--- src/rtl/cpw_pkg.sv ---
package cpw_pkg;
  typedef enum logic [2:0] {
    FN_NEVER  = 3'd0,
    FN_LT     = 3'd1,
    FN_LE     = 3'd2,
    FN_EQ     = 3'd3,
    FN_NE     = 3'd4,
    FN_GE     = 3'd5,
    FN_GT     = 3'd6,
    FN_ALWAYS = 3'd7
  } cmp_fn_e;

  typedef enum logic [1:0] {
    ST_IDLE  = 2'd0,
    ST_REQ   = 2'd1,
    ST_RSP   = 2'd2,
    ST_PAUSE = 2'd3
  } seq_state_e;
endpackage

--- src/rtl/cpw_compare.sv ---
module cpw_compare
  import cpw_pkg::*;
#(
  parameter int DW = 32
) (
  input  logic [2:0]    fn,
  input  logic [DW-1:0] value,
  input  logic [DW-1:0] mask,
  input  logic [DW-1:0] cmp_ref,
  output logic          match
);
  function automatic logic masked_test(cmp_fn_e f, logic [DW-1:0] v,
                                       logic [DW-1:0] m, logic [DW-1:0] r);
    logic [DW-1:0] x;
    x = v & m;
    case (f)
      FN_NEVER:  return 1'b0;
      FN_LT:     return x <  r;
      FN_LE:     return x <= r;
      FN_EQ:     return x == r;
      FN_NE:     return x != r;
      FN_GE:     return x >= r;
      FN_GT:     return x >  r;
      default:   return 1'b1;
    endcase
  endfunction

  assign match = masked_test(cmp_fn_e'(fn), value, mask, cmp_ref);
endmodule

--- src/rtl/cpw_pacer.sv ---
module cpw_pacer #(
  parameter int UW          = 24,
  parameter int TICK_CYCLES = 16
) (
  input  logic          clk,
  input  logic          rst_n,
  input  logic          start,
  input  logic [UW-1:0] units,
  input  logic          active,
  output logic          expire
);
  localparam int PW = (TICK_CYCLES > 1) ? $clog2(TICK_CYCLES) : 1;
  localparam logic [PW-1:0] PRE_LAST = PW'(TICK_CYCLES - 1);

  logic [PW-1:0] pre_q;
  logic [UW-1:0] left_q;
  logic          tick;

  assign tick   = active && (pre_q == PRE_LAST);
  assign expire = tick && (left_q == UW'(1));

  always_ff @(posedge clk) begin
    if (!rst_n) begin
      pre_q  <= '0;
      left_q <= '0;
    end else if (start) begin
      pre_q  <= '0;
      left_q <= units;
    end else if (active) begin
      if (tick) begin
        pre_q  <= '0;
        left_q <= left_q - UW'(1);
      end else begin
        pre_q <= pre_q + PW'(1);
      end
    end
  end

  // a pause is only started with a nonzero unit count
  p_units_nonzero_r7: assert property (@(posedge clk) disable iff (!rst_n)
    start |-> (units != '0));
  // the unit counter never runs dry while pausing
  p_left_live_r7: assert property (@(posedge clk) disable iff (!rst_n)
    active |-> (left_q != '0));
endmodule

--- src/rtl/cpw_seq.sv ---
module cpw_seq
  import cpw_pkg::*;
#(
  parameter int DW        = 32,
  parameter int AW        = 16,
  parameter int IVL_SHIFT = 8
) (
  input  logic                clk,
  input  logic                rst_n,
  input  logic                cmd_valid,
  output logic                cmd_ready,
  input  logic                cmd_cond,
  input  logic [2:0]          cmd_func,
  input  logic                cmd_from_mem,
  input  logic [AW-1:0]       cmd_poll_addr,
  input  logic [DW-1:0]       cmd_ref,
  input  logic [DW-1:0]       cmd_mask,
  input  logic [DW-1:0]       cmd_interval,
  input  logic [AW-1:0]       cmd_wr_addr,
  input  logic [DW-1:0]       cmd_wr_data,
  output logic                rd_req,
  output logic                rd_from_mem,
  output logic [AW-1:0]       rd_addr,
  input  logic                rd_ack,
  input  logic                match,
  output logic [2:0]          cmp_fn,
  output logic [DW-1:0]       cmp_mask,
  output logic [DW-1:0]       cmp_ref,
  output logic                pace_start,
  output logic [DW-IVL_SHIFT-1:0] pace_units,
  output logic                pace_active,
  input  logic                pace_expire,
  output logic                wr_en,
  output logic [AW-1:0]       wr_addr,
  output logic [DW-1:0]       wr_data,
  output logic                done,
  output logic                done_match
);
  localparam int UW = DW - IVL_SHIFT;
  localparam logic [DW-1:0] LONG_THRESH = DW'(1) << IVL_SHIFT;

  seq_state_e    state_q;
  logic          cond_q;
  logic          mem_q;
  logic [2:0]    fn_q;
  logic [AW-1:0] addr_q;
  logic [DW-1:0] ref_q;
  logic [DW-1:0] mask_q;
  logic          long_q;
  logic [UW-1:0] units_q;
  logic [AW-1:0] wadr_q;
  logic [DW-1:0] wdat_q;

  // named internal events
  logic accept_evt, ack_evt, poll_hit, poll_miss, retry_now;

  assign accept_evt = (state_q == ST_IDLE) && cmd_valid;
  assign ack_evt    = (state_q == ST_RSP) && rd_ack;
  assign poll_hit   = ack_evt && match;
  assign poll_miss  = ack_evt && !match;
  assign retry_now  = poll_miss && !cond_q && !long_q;

  assign cmd_ready   = (state_q == ST_IDLE);
  assign rd_req      = (state_q == ST_REQ);
  assign rd_from_mem = mem_q;
  assign rd_addr     = addr_q;
  assign cmp_fn      = fn_q;
  assign cmp_mask    = mask_q;
  assign cmp_ref     = ref_q;
  assign pace_start  = poll_miss && !cond_q && long_q;
  assign pace_units  = units_q;
  assign pace_active = (state_q == ST_PAUSE);

  always_ff @(posedge clk) begin
    if (!rst_n) begin
      state_q    <= ST_IDLE;
      cond_q     <= 1'b0;
      mem_q      <= 1'b0;
      fn_q       <= '0;
      addr_q     <= '0;
      ref_q      <= '0;
      mask_q     <= '0;
      long_q     <= 1'b0;
      units_q    <= '0;
      wadr_q     <= '0;
      wdat_q     <= '0;
      wr_en      <= 1'b0;
      wr_addr    <= '0;
      wr_data    <= '0;
      done       <= 1'b0;
      done_match <= 1'b0;
    end else begin
      done  <= 1'b0;
      wr_en <= 1'b0;
      case (state_q)
        ST_IDLE: begin
          if (accept_evt) begin
            cond_q  <= cmd_cond;
            mem_q   <= cmd_from_mem;
            fn_q    <= cmd_func;
            addr_q  <= cmd_poll_addr;
            ref_q   <= cmd_ref;
            mask_q  <= cmd_mask;
            long_q  <= (cmd_interval >= LONG_THRESH);
            units_q <= cmd_interval[DW-1:IVL_SHIFT];
            wadr_q  <= cmd_wr_addr;
            wdat_q  <= cmd_wr_data;
            state_q <= ST_REQ;
          end
        end
        ST_REQ: state_q <= ST_RSP;
        ST_RSP: begin
          if (ack_evt) begin
            if (cond_q) begin
              done       <= 1'b1;
              done_match <= match;
              wr_en      <= match;
              wr_addr    <= wadr_q;
              wr_data    <= wdat_q;
              state_q    <= ST_IDLE;
            end else if (poll_hit) begin
              done       <= 1'b1;
              done_match <= 1'b1;
              state_q    <= ST_IDLE;
            end else if (long_q) begin
              state_q <= ST_PAUSE;
            end else begin
              state_q <= ST_REQ;
            end
          end
        end
        ST_PAUSE: if (pace_expire) state_q <= ST_REQ;
        default: state_q <= ST_IDLE;
      endcase
    end
  end

  // each poll request is a single-cycle pulse
  p_req_single_r4: assert property (@(posedge clk) disable iff (!rst_n)
    rd_req |=> !rd_req);
  // the never code cannot yield a hit, the always code cannot miss
  p_never_miss_r2: assert property (@(posedge clk) disable iff (!rst_n)
    (ack_evt && fn_q == FN_NEVER) |-> !match);
  p_always_hit_r2: assert property (@(posedge clk) disable iff (!rst_n)
    (ack_evt && fn_q == FN_ALWAYS) |-> match);
  // short interval retries at once
  p_immediate_retry_r6: assert property (@(posedge clk) disable iff (!rst_n)
    retry_now |=> rd_req);
  // the end of a pause issues the next poll
  p_pause_exit_r7: assert property (@(posedge clk) disable iff (!rst_n)
    (pace_active && pace_expire) |=> rd_req);
  // a write only accompanies a successful completion
  p_wr_done_r8: assert property (@(posedge clk) disable iff (!rst_n)
    wr_en |-> (done && done_match));
  // a wait command only finishes on a match
  p_wait_hit_r5: assert property (@(posedge clk) disable iff (!rst_n)
    (done && !done_match) |-> cond_q);
  // completion is a pulse and the block is ready right after
  p_done_pulse_r11: assert property (@(posedge clk) disable iff (!rst_n)
    done |=> (!done && cmd_ready));
  // no command is taken while a poll is outstanding
  p_busy_hold_r10: assert property (@(posedge clk) disable iff (!rst_n)
    (state_q == ST_RSP && !rd_ack) |=> !cmd_ready);
endmodule

--- src/rtl/cpw_poll_wait.sv ---
module cpw_poll_wait #(
  parameter int DW          = 32,
  parameter int AW          = 16,
  parameter int IVL_SHIFT   = 8,
  parameter int TICK_CYCLES = 16
) (
  input  logic          clk,
  input  logic          rst_n,
  input  logic          cmd_valid,
  output logic          cmd_ready,
  input  logic          cmd_cond,
  input  logic [2:0]    cmd_func,
  input  logic          cmd_from_mem,
  input  logic [AW-1:0] cmd_poll_addr,
  input  logic [DW-1:0] cmd_ref,
  input  logic [DW-1:0] cmd_mask,
  input  logic [DW-1:0] cmd_interval,
  input  logic [AW-1:0] cmd_wr_addr,
  input  logic [DW-1:0] cmd_wr_data,
  output logic          rd_req,
  output logic          rd_from_mem,
  output logic [AW-1:0] rd_addr,
  input  logic          rd_ack,
  input  logic [DW-1:0] rd_data,
  output logic          wr_en,
  output logic [AW-1:0] wr_addr,
  output logic [DW-1:0] wr_data,
  output logic          done,
  output logic          done_match
);
  localparam int UW = DW - IVL_SHIFT;

  logic          match;
  logic [2:0]    cmp_fn;
  logic [DW-1:0] cmp_mask;
  logic [DW-1:0] cmp_ref;
  logic          pace_start;
  logic [UW-1:0] pace_units;
  logic          pace_active;
  logic          pace_expire;

  cpw_seq #(.DW(DW), .AW(AW), .IVL_SHIFT(IVL_SHIFT)) u_seq (
    .clk(clk), .rst_n(rst_n),
    .cmd_valid(cmd_valid), .cmd_ready(cmd_ready), .cmd_cond(cmd_cond),
    .cmd_func(cmd_func), .cmd_from_mem(cmd_from_mem),
    .cmd_poll_addr(cmd_poll_addr), .cmd_ref(cmd_ref), .cmd_mask(cmd_mask),
    .cmd_interval(cmd_interval), .cmd_wr_addr(cmd_wr_addr),
    .cmd_wr_data(cmd_wr_data),
    .rd_req(rd_req), .rd_from_mem(rd_from_mem), .rd_addr(rd_addr),
    .rd_ack(rd_ack), .match(match),
    .cmp_fn(cmp_fn), .cmp_mask(cmp_mask), .cmp_ref(cmp_ref),
    .pace_start(pace_start), .pace_units(pace_units),
    .pace_active(pace_active), .pace_expire(pace_expire),
    .wr_en(wr_en), .wr_addr(wr_addr), .wr_data(wr_data),
    .done(done), .done_match(done_match)
  );

  cpw_compare #(.DW(DW)) u_cmp (
    .fn(cmp_fn), .value(rd_data), .mask(cmp_mask), .cmp_ref(cmp_ref),
    .match(match)
  );

  cpw_pacer #(.UW(UW), .TICK_CYCLES(TICK_CYCLES)) u_pace (
    .clk(clk), .rst_n(rst_n), .start(pace_start), .units(pace_units),
    .active(pace_active), .expire(pace_expire)
  );

  // no poll request is issued while the pacer is counting
  p_pause_quiet_r7: assert property (@(posedge clk) disable iff (!rst_n)
    (pace_active && !pace_expire) |=> !rd_req);
endmodule

--- config.mk ---
export PLATFORM = sky130hd
export DESIGN_NAME = cpw_poll_wait
export DESIGN_NICKNAME = d
export VERILOG_FILES = /design/src/rtl/cpw_pkg.sv /design/src/rtl/cpw_compare.sv /design/src/rtl/cpw_pacer.sv /design/src/rtl/cpw_seq.sv /design/src/rtl/cpw_poll_wait.sv
export SDC_FILE = /design/constraint.sdc
export NUM_CORES = 1
export LEC_CHECK = 0
export ABC_AREA = 1
export BUFFER_PORTS_ARGS = -buffer_cell sky130_fd_sc_hd__buf_2
export CAP_MARGIN = 15
export CORE_MARGIN = 2
export CORE_UTILIZATION = 40
export DETAILED_ROUTE_END_ITERATION = 8
export GPL_TIMING_DRIVEN = 0
export MAX_ROUTING_LAYER = met4
export PLACE_DENSITY = 0.71
export SYNTH_ARGS = -nofsm -noshare
export SYNTH_HDL_FRONTEND = slang
export SYNTH_SLANG_ARGS = --single-unit
--- constraint.sdc ---
create_clock -name clk -period 2.5 [get_ports clk]
set_clock_uncertainty 0.15 [all_clocks]
set_input_delay 0.25 -clock clk [delete_from_list [all_inputs] [get_ports clk]]
set_output_delay 0.25 -clock clk [all_outputs]
set_load 0.03 [all_outputs]
---- After elaboration in Yosys (flattened, before gate mapping) ----
Index checks and enable logic that the tools add are counted.
storage, ports and cells
  register bits after elaboration ......... 239
  input port bits ......................... 201
  output and inout port bits .............. 70
  logic and storage cells ................. 82
operators by class
  add/sub/neg operators ................... 2
  magnitude comparators ................... 5
  equality and inequality tests ........... 16
  multiplexer cells ....................... 16
  bitwise logic cells ..................... 2
  reduce and logical (&&, ||, !) cells .... 23
operator list
  cell                     count
  $mux W24                 3
  $and A32 B32 Y32         1
  $eq A32 B32 Y1           1
  $ge A32 B32 Y1           1
  $ge A32 B9 Y1 const B    1
  $gt A32 B32 Y1           1
  $le A32 B32 Y1           1
  $lt A32 B32 Y1           1
  $ne A32 B32 Y1           1
  $eq A24 B1 Y1 const B    1
  $sub A24 B1 Y24 const B  1
  $mux W2                  6
  $reduce_and A3 Y1        4
  $eq A3 B3 Y1 const B     3
  $logic_and A1 B1 Y1      8
  $pmux W2 S4              1
  $pmux W1 S7              1
  $eq A3 B2 Y1 const B     2
  $reduce_bool A2 Y1       3
  $add A4 B1 Y4 const B    1
  $eq A2 B2 Y1 const B     2
  $eq A4 B4 Y1 const B     1
  $mux W1                  4
  $mux W4                  1
  11 further kinds         14

---- Logic depth before layout (Yosys ltp) ----
  depth in word-level cells ............... 9
  depth in mapped cells ................... 21
  gate-level depth less buffers ........... 21

---- Hierarchy ----
From an unflattened synthesis, not the netlist that was laid out.
unflattened totals
  cell total of the unflattened synthesis .. 1,495
  area, all modules ....................... 10,767.8 µm²
by module, submodules not included
  module       instances  cells an instance  area an instance (µm²)  seq. area each (µm²)
  cpw_seq      1          955                7,516.0                 4,224.1
  cpw_pacer    1          313                2,020.7                 560.5
  cpw_compare  1          227                1,231.2                 0.0

---- Worst setup path after synthesis ----
OpenSTA, ideal clock, no wires.
  path kind ............................... register -> register
  start ................................... reg u_seq.mask_q[31] (netlist: u_seq.cmp_mask[31])
  end ..................................... reg u_pace.left_q[7]
  setup time .............................. 137 ps
  arrival time ............................ 1,862 ps
  required time ........................... 2,213 ps
  path slack .............................. 352 ps
  stages on the path, launching flop included .. 16
  buffers on the path ..................... 1
  period minus slack after synthesis ...... 2,148 ps
  path through ............................ dfxtp_1 nand2_1 inv_1 ha_1 nand2_1 nor2_2 nand2_1 nor3_2 nand3_2 nand3_2 o21ai_2 nand2_2 nand4_4 buf_4 o21ai_0 a21oi_1
between the ends
  cells in the longest elaborated chain, start to end .. 9
  elaborated cells on any way between the ends .. 16
  classes of those cells .................. order compare: 4; eq/ne: 2; mux: 2; bitwise: 1; reduce/logical: 7
ends and longest elaborated chain
  what                                    RTL line           text
  start: declaration                      cpw_seq.sv:48      logic [DW-1:0] mask_q;
  start signal: assignment                cpw_seq.sv:103     mask_q <= cmd_mask;
  $and A32 B32 Y32 *                      cpw_compare.sv:15  x = v & m;
  $gt A32 B32 Y1 (tied with other cells)  cpw_compare.sv:23  FN_GT: return x > r;
  $pmux W1 S7 *                           cpw_compare.sv:16  case (f)
  $logic_not A1 Y1 *                      cpw_seq.sv:60      assign poll_miss = ack_evt && !match;
  $logic_and A1 B1 Y1 *                   cpw_seq.sv:60
  $logic_and A1 B1 Y1 *                   n/a
  $logic_and A1 B1 Y1 *                   cpw_seq.sv:70      assign pace_start = poll_miss && !cond_q && long_q;
  $reduce_bool A2 Y1 (no source line)     n/a
  $reduce_and A2 Y1 (no source line)      n/a
  end signal: assignment                  cpw_pacer.sv:28    left_q <= units;
  end signal: assignment                  cpw_pacer.sv:32    left_q <= left_q - UW'(1);
  end: declaration                        cpw_pacer.sv:16    logic [UW-1:0] left_q;
Every way passes the cells marked *; elsewhere a longest branch is shown, timed or not.
A chain may end at the register's enable or synchronous reset.

---- Worst setup path after layout ----
  start ................................... reg u_seq.mask_q[30] (netlist: u_seq.cmp_mask[30])
  end ..................................... reg u_pace.left_q[22]
Same word-level chain as after synthesis.

==> summary.md <==
| Metric | Value |
|---|---|
| CTS Sinks | 239 |
| CTS tree | done |
| TritonCTS Buffers | 27 |
| Post-DRT Antenna Nets | 0 |
| Via density | 5.092 |
| Nets | 2,089 |
| Design Area, Final | 0.01508 mm² |
| CP arrival | 2.82 ns |
| Initial Util | 40.80% |
| Final period util | 101.2% |
| Post-synthesis cell area | 0.01030 mm² |
| Worst setup EP type | flop |
| RSZ-0062 raised after global routing | true |
| RD Place Congestion | 0.9007 |
| Synth cell types | 38 |
| Max Cap Violations | 0 |
| Cell Pwr Density | 712.6 mW/mm² |
| Worst-case hold slack | 0.1828 ns |
| Root Buffer | clkbuf_16 |
| Vias in the first global route | 10,790 |
| Post-Syn Instances | 1,393 |
| Worst setup SP type | flop |
| Die height | 164.5 µm |
| EDFF count, synth | 0 |
| Leakage | 6.766 nW |
| Req. time, crit path | 2.79 ns |
| Post-synthesis sequential area ratio | 46.44% |
| Final wirelength | 35,520 µm |
| Remaining global-route overflow | 0 |
| Tmin final | 2.531 ns |
| Worst path most repeated cell | nand2_4 |
| Worst-path clk slew | 0.06 ns |
| Crit Path Class | reg2reg |
| YS warnings | 0 |
| Io pins | 271 |
| Total negative setup slack | -0.05324 ns |
| CP max-delay cell | dfxtp_1 |
| Status | complete, but fails checks |
| Clock power frac | 37.5% |
| Final HPWL DP | 23,300 µm |
| Longest Clk Path Bufs | 3 |
| Crit-path max FO | 5 |
| Fin. max-slew vios | 0 |
| Avg Synthesized Cell Area | 7.397 µm² |
| Max_slew headroom | 37.35% |
| Max stage delay on crit path | 0.32 ns |
| Commonest cells after routing, fill and taps aside | nor2_1, buf_2, dfxtp_1 |
| FFs w/ async S/R, synth | 0% |
| Switch share | 29.57% |
| Reg-to-reg slack, setup | -0.03 ns |
| Via Count | 11,180 |
| DRC viols | 0 |
| Largest net degree at the start of global routing | 20 |
| Synth-to-Final Area Change | 46.40% |
| Placed cells | 1,984 |
| Max IR drop VDD | 550.0 µV |
| Worst-path cell chain | nand2_1 -> inv_1 -> ha_4 -> nand2_4 -> nor2_4 -> nand2_4 -> nor3_4 -> nand3_4 -> nand3_2 -> o21ai_2 -> nand2_4 -> nand4_4 -> inv_4 -> buf_6 -> nand2_2 -> a31oi_1 |
| Final worst setup slack | -0.03115 ns |
| Worst-Skew Late Latency | 0.53 ns |
| Slew @ Worst Pin | 0.9398 ns |
| Most used DFF post-synth | dfxtp_1 |
| Violated checks | negative setup slack |
| Hold Crit Class | in2reg |
| Non-filler cells, final | 2,196 |
| 1st-pass router iterations | 7 |
| I/O Buffers | 261 |
| Routed WL per cell | 16.18 µm |
| Width of the die | 164.5 µm |
| Core box area | 0.02525 mm² |
| Layout cell share with drive strength beyond 1 | 23.54% |
| Fmax achieved | 395.1 MHz |
| Initial DRC count | 768 |
| Internal power | 7.570 mW |
| Part of the power in registers | 40.8% |
| Tot GR Track Use | 25.53% |
| Full die area | 0.02706 mm² |
| Antenna violations before repair | 1 |
| Syn nets | 1,633 |
| Combinational share of power | 21.7% |
| Floorplan row count | 58 |
| DP Area | 0.01202 mm² |
| Fin. Hold Viols | 0 |
| Seq cells post-synth | 239 |
| Commonest non-fill, non-tap cell in the layout | nor2_1 |
| H-tree level count | 1 |
| NetSw | 3.179 mW |
| First-pass GRT wire length | 53,210 µm |
| Final setup viols | 6 |
## critical path: cells and delay by family, from the launching register on
kind / cells / cell delay, ns
and+or+nand+nor: 10 / 1.08
DFF: 1 / 0.32
AOI/OAI and AO/OA: 2 / 0.24
adders and majority gates: 1 / 0.28
buffers and inverters: 3 / 0.35
## path summary, 6_finish.rpt
check / startpoint / cells past startpoint / to
setup / recovery: u_seq.cmp_mask[30]$_SDFFE_PN0P_ / 16 / u_pace.left_q[22]$_SDFFE_PN0P_
hold / removal: cmd_valid / 6 / u_seq.state_q[0]$_SDFFE_PN0P_
setup reg to reg: u_seq.cmp_mask[30]$_SDFFE_PN0P_ / 16 / u_pace.left_q[22]$_SDFFE_PN0P_
hold reg to reg: u_seq.wr_data[26]$_SDFFE_PN0P_ / 2 / u_seq.wr_data[26]$_SDFFE_PN0P_
## cells in the mapped netlist, types with 2 or more instances
cell / n / share of area [%]
nor3_1: 11 / 0.53
nor2_1: 286 / 10
a31oi_1: 10 / 0.61
nor4_4: 2 / 0.41
nand4_1: 7 / 0.42
nand3_1: 80 / 3.9
buf_1: 9 / 0.33
inv_2: 4 / 0.15
nand3_2: 2 / 0.19
nor4_1: 8 / 0.49
o21ai_2: 4 / 0.34
dfxtp_1: 239 / 46
xnor2_1: 4 / 0.34
clkbuf_1: 69 / 2.5
nor3_2: 4 / 0.39
ha_1: 39 / 4.7
nand2_1: 173 / 6.3
a21oi_2: 3 / 0.26
nor2_2: 4 / 0.24
a21o_1: 2 / 0.15
buf_4: 2 / 0.15
inv_1: 103 / 3.8
buf_2: 4 / 0.19
a21oi_1: 118 / 5.7
o21ai_0: 177 / 8.6
xor2_1: 15 / 1.3
o21ai_1: 3 / 0.15
## area by class of cell
class                      count  area [µm²]
sequential                   239        4796
timing repair buffer         428        2985
multi-input combinational    962        5205
antenna                        1       2.502
buffer                        83       365.4
fill                        2168       10170
clock buffer                  42       842.1
inverter                     108       410.4
tap                          330       412.9
clock inverter                 3       65.06
## power groups by stage
stage | Clock (mW) | Combinational [mW] | Sequential (mW)
floorplan | 0 | 1.16 | 4.48
global placement | 0 | 1.79 | 4.42
detailed placement | 0 | 1.83 | 4.44
CTS | 4.09 | 2.06 | 4.36
global route | 4.23 | 2.60 | 4.42
finish | 4.03 | 2.33 | 4.38
## per-layer routing
metal | global-route usage [%] | vias up | routed length (µm)
li1 | - | 5459 | -
met1 | 29.70 | 5124 | 14210
met2 | 43.82 | 488 | 17360
met3 | 3.641 | 110 | 2323
met4 | 11.46 | 0 | 1636
met5 | - | - | 0
## state kept, by name, summed over array words and instances, names as in the netlist, 2 cells and up
name and cells:
u_seq.cmp_mask 32, u_seq.wadr_q 16, u_pace.pre_q 4, u_seq.wdat_q 32
u_seq.wr_data 32, u_seq.cmp_fn 3, u_seq.rd_addr 16, u_seq.cmp_ref 32
u_seq.state_q 2, u_pace.left_q 24, u_seq.pace_units 24, u_seq.wr_addr 16
## metrics by stage
stage          total power [mW]  util [%]  worst slack [ns]
4_1_cts                   10.50     57.76          0.002011
5_1_grt                   11.24     59.73           -0.1527
3_3_place_gp              6.215     47.61           -0.4443
2_1_floorplan             5.632         -            0.3516
6_report                  10.75     59.73          -0.03115
3_5_place_dp              6.272     47.61           -0.4674
## cells by family (layout without fill, tap and decap cells)
group | after synthesis | after routing | share of synthesized area, %
flops | 239 | 239 | 46.44
xor+xnor | 19 | 19 | 1.615
mux | 1 | 1 | 0.09715
compound gates | 320 | 320 | 16.05
simple gates | 582 | 583 | 23.84
other cells | 0 | 1 | 0
fa+ha+maj | 39 | 39 | 4.736
buf+inv | 193 | 664 | 7.225
## what timing repair did
| action | 4_1_cts | 5_1_grt |
|---|---|---|
| pin swaps | 4 | 29 |
| gates resized for setup | 22 | 123 |
| setup endpoints to repair | 141 | 36 |
| endpoints found under the hold margin | 159 | 0 |
| gates cloned | 1 | 4 |
| hold buffers | 159 | 0 |
| buffers inserted | 1 | 3 |
Power figures use the tool's default switching activity.
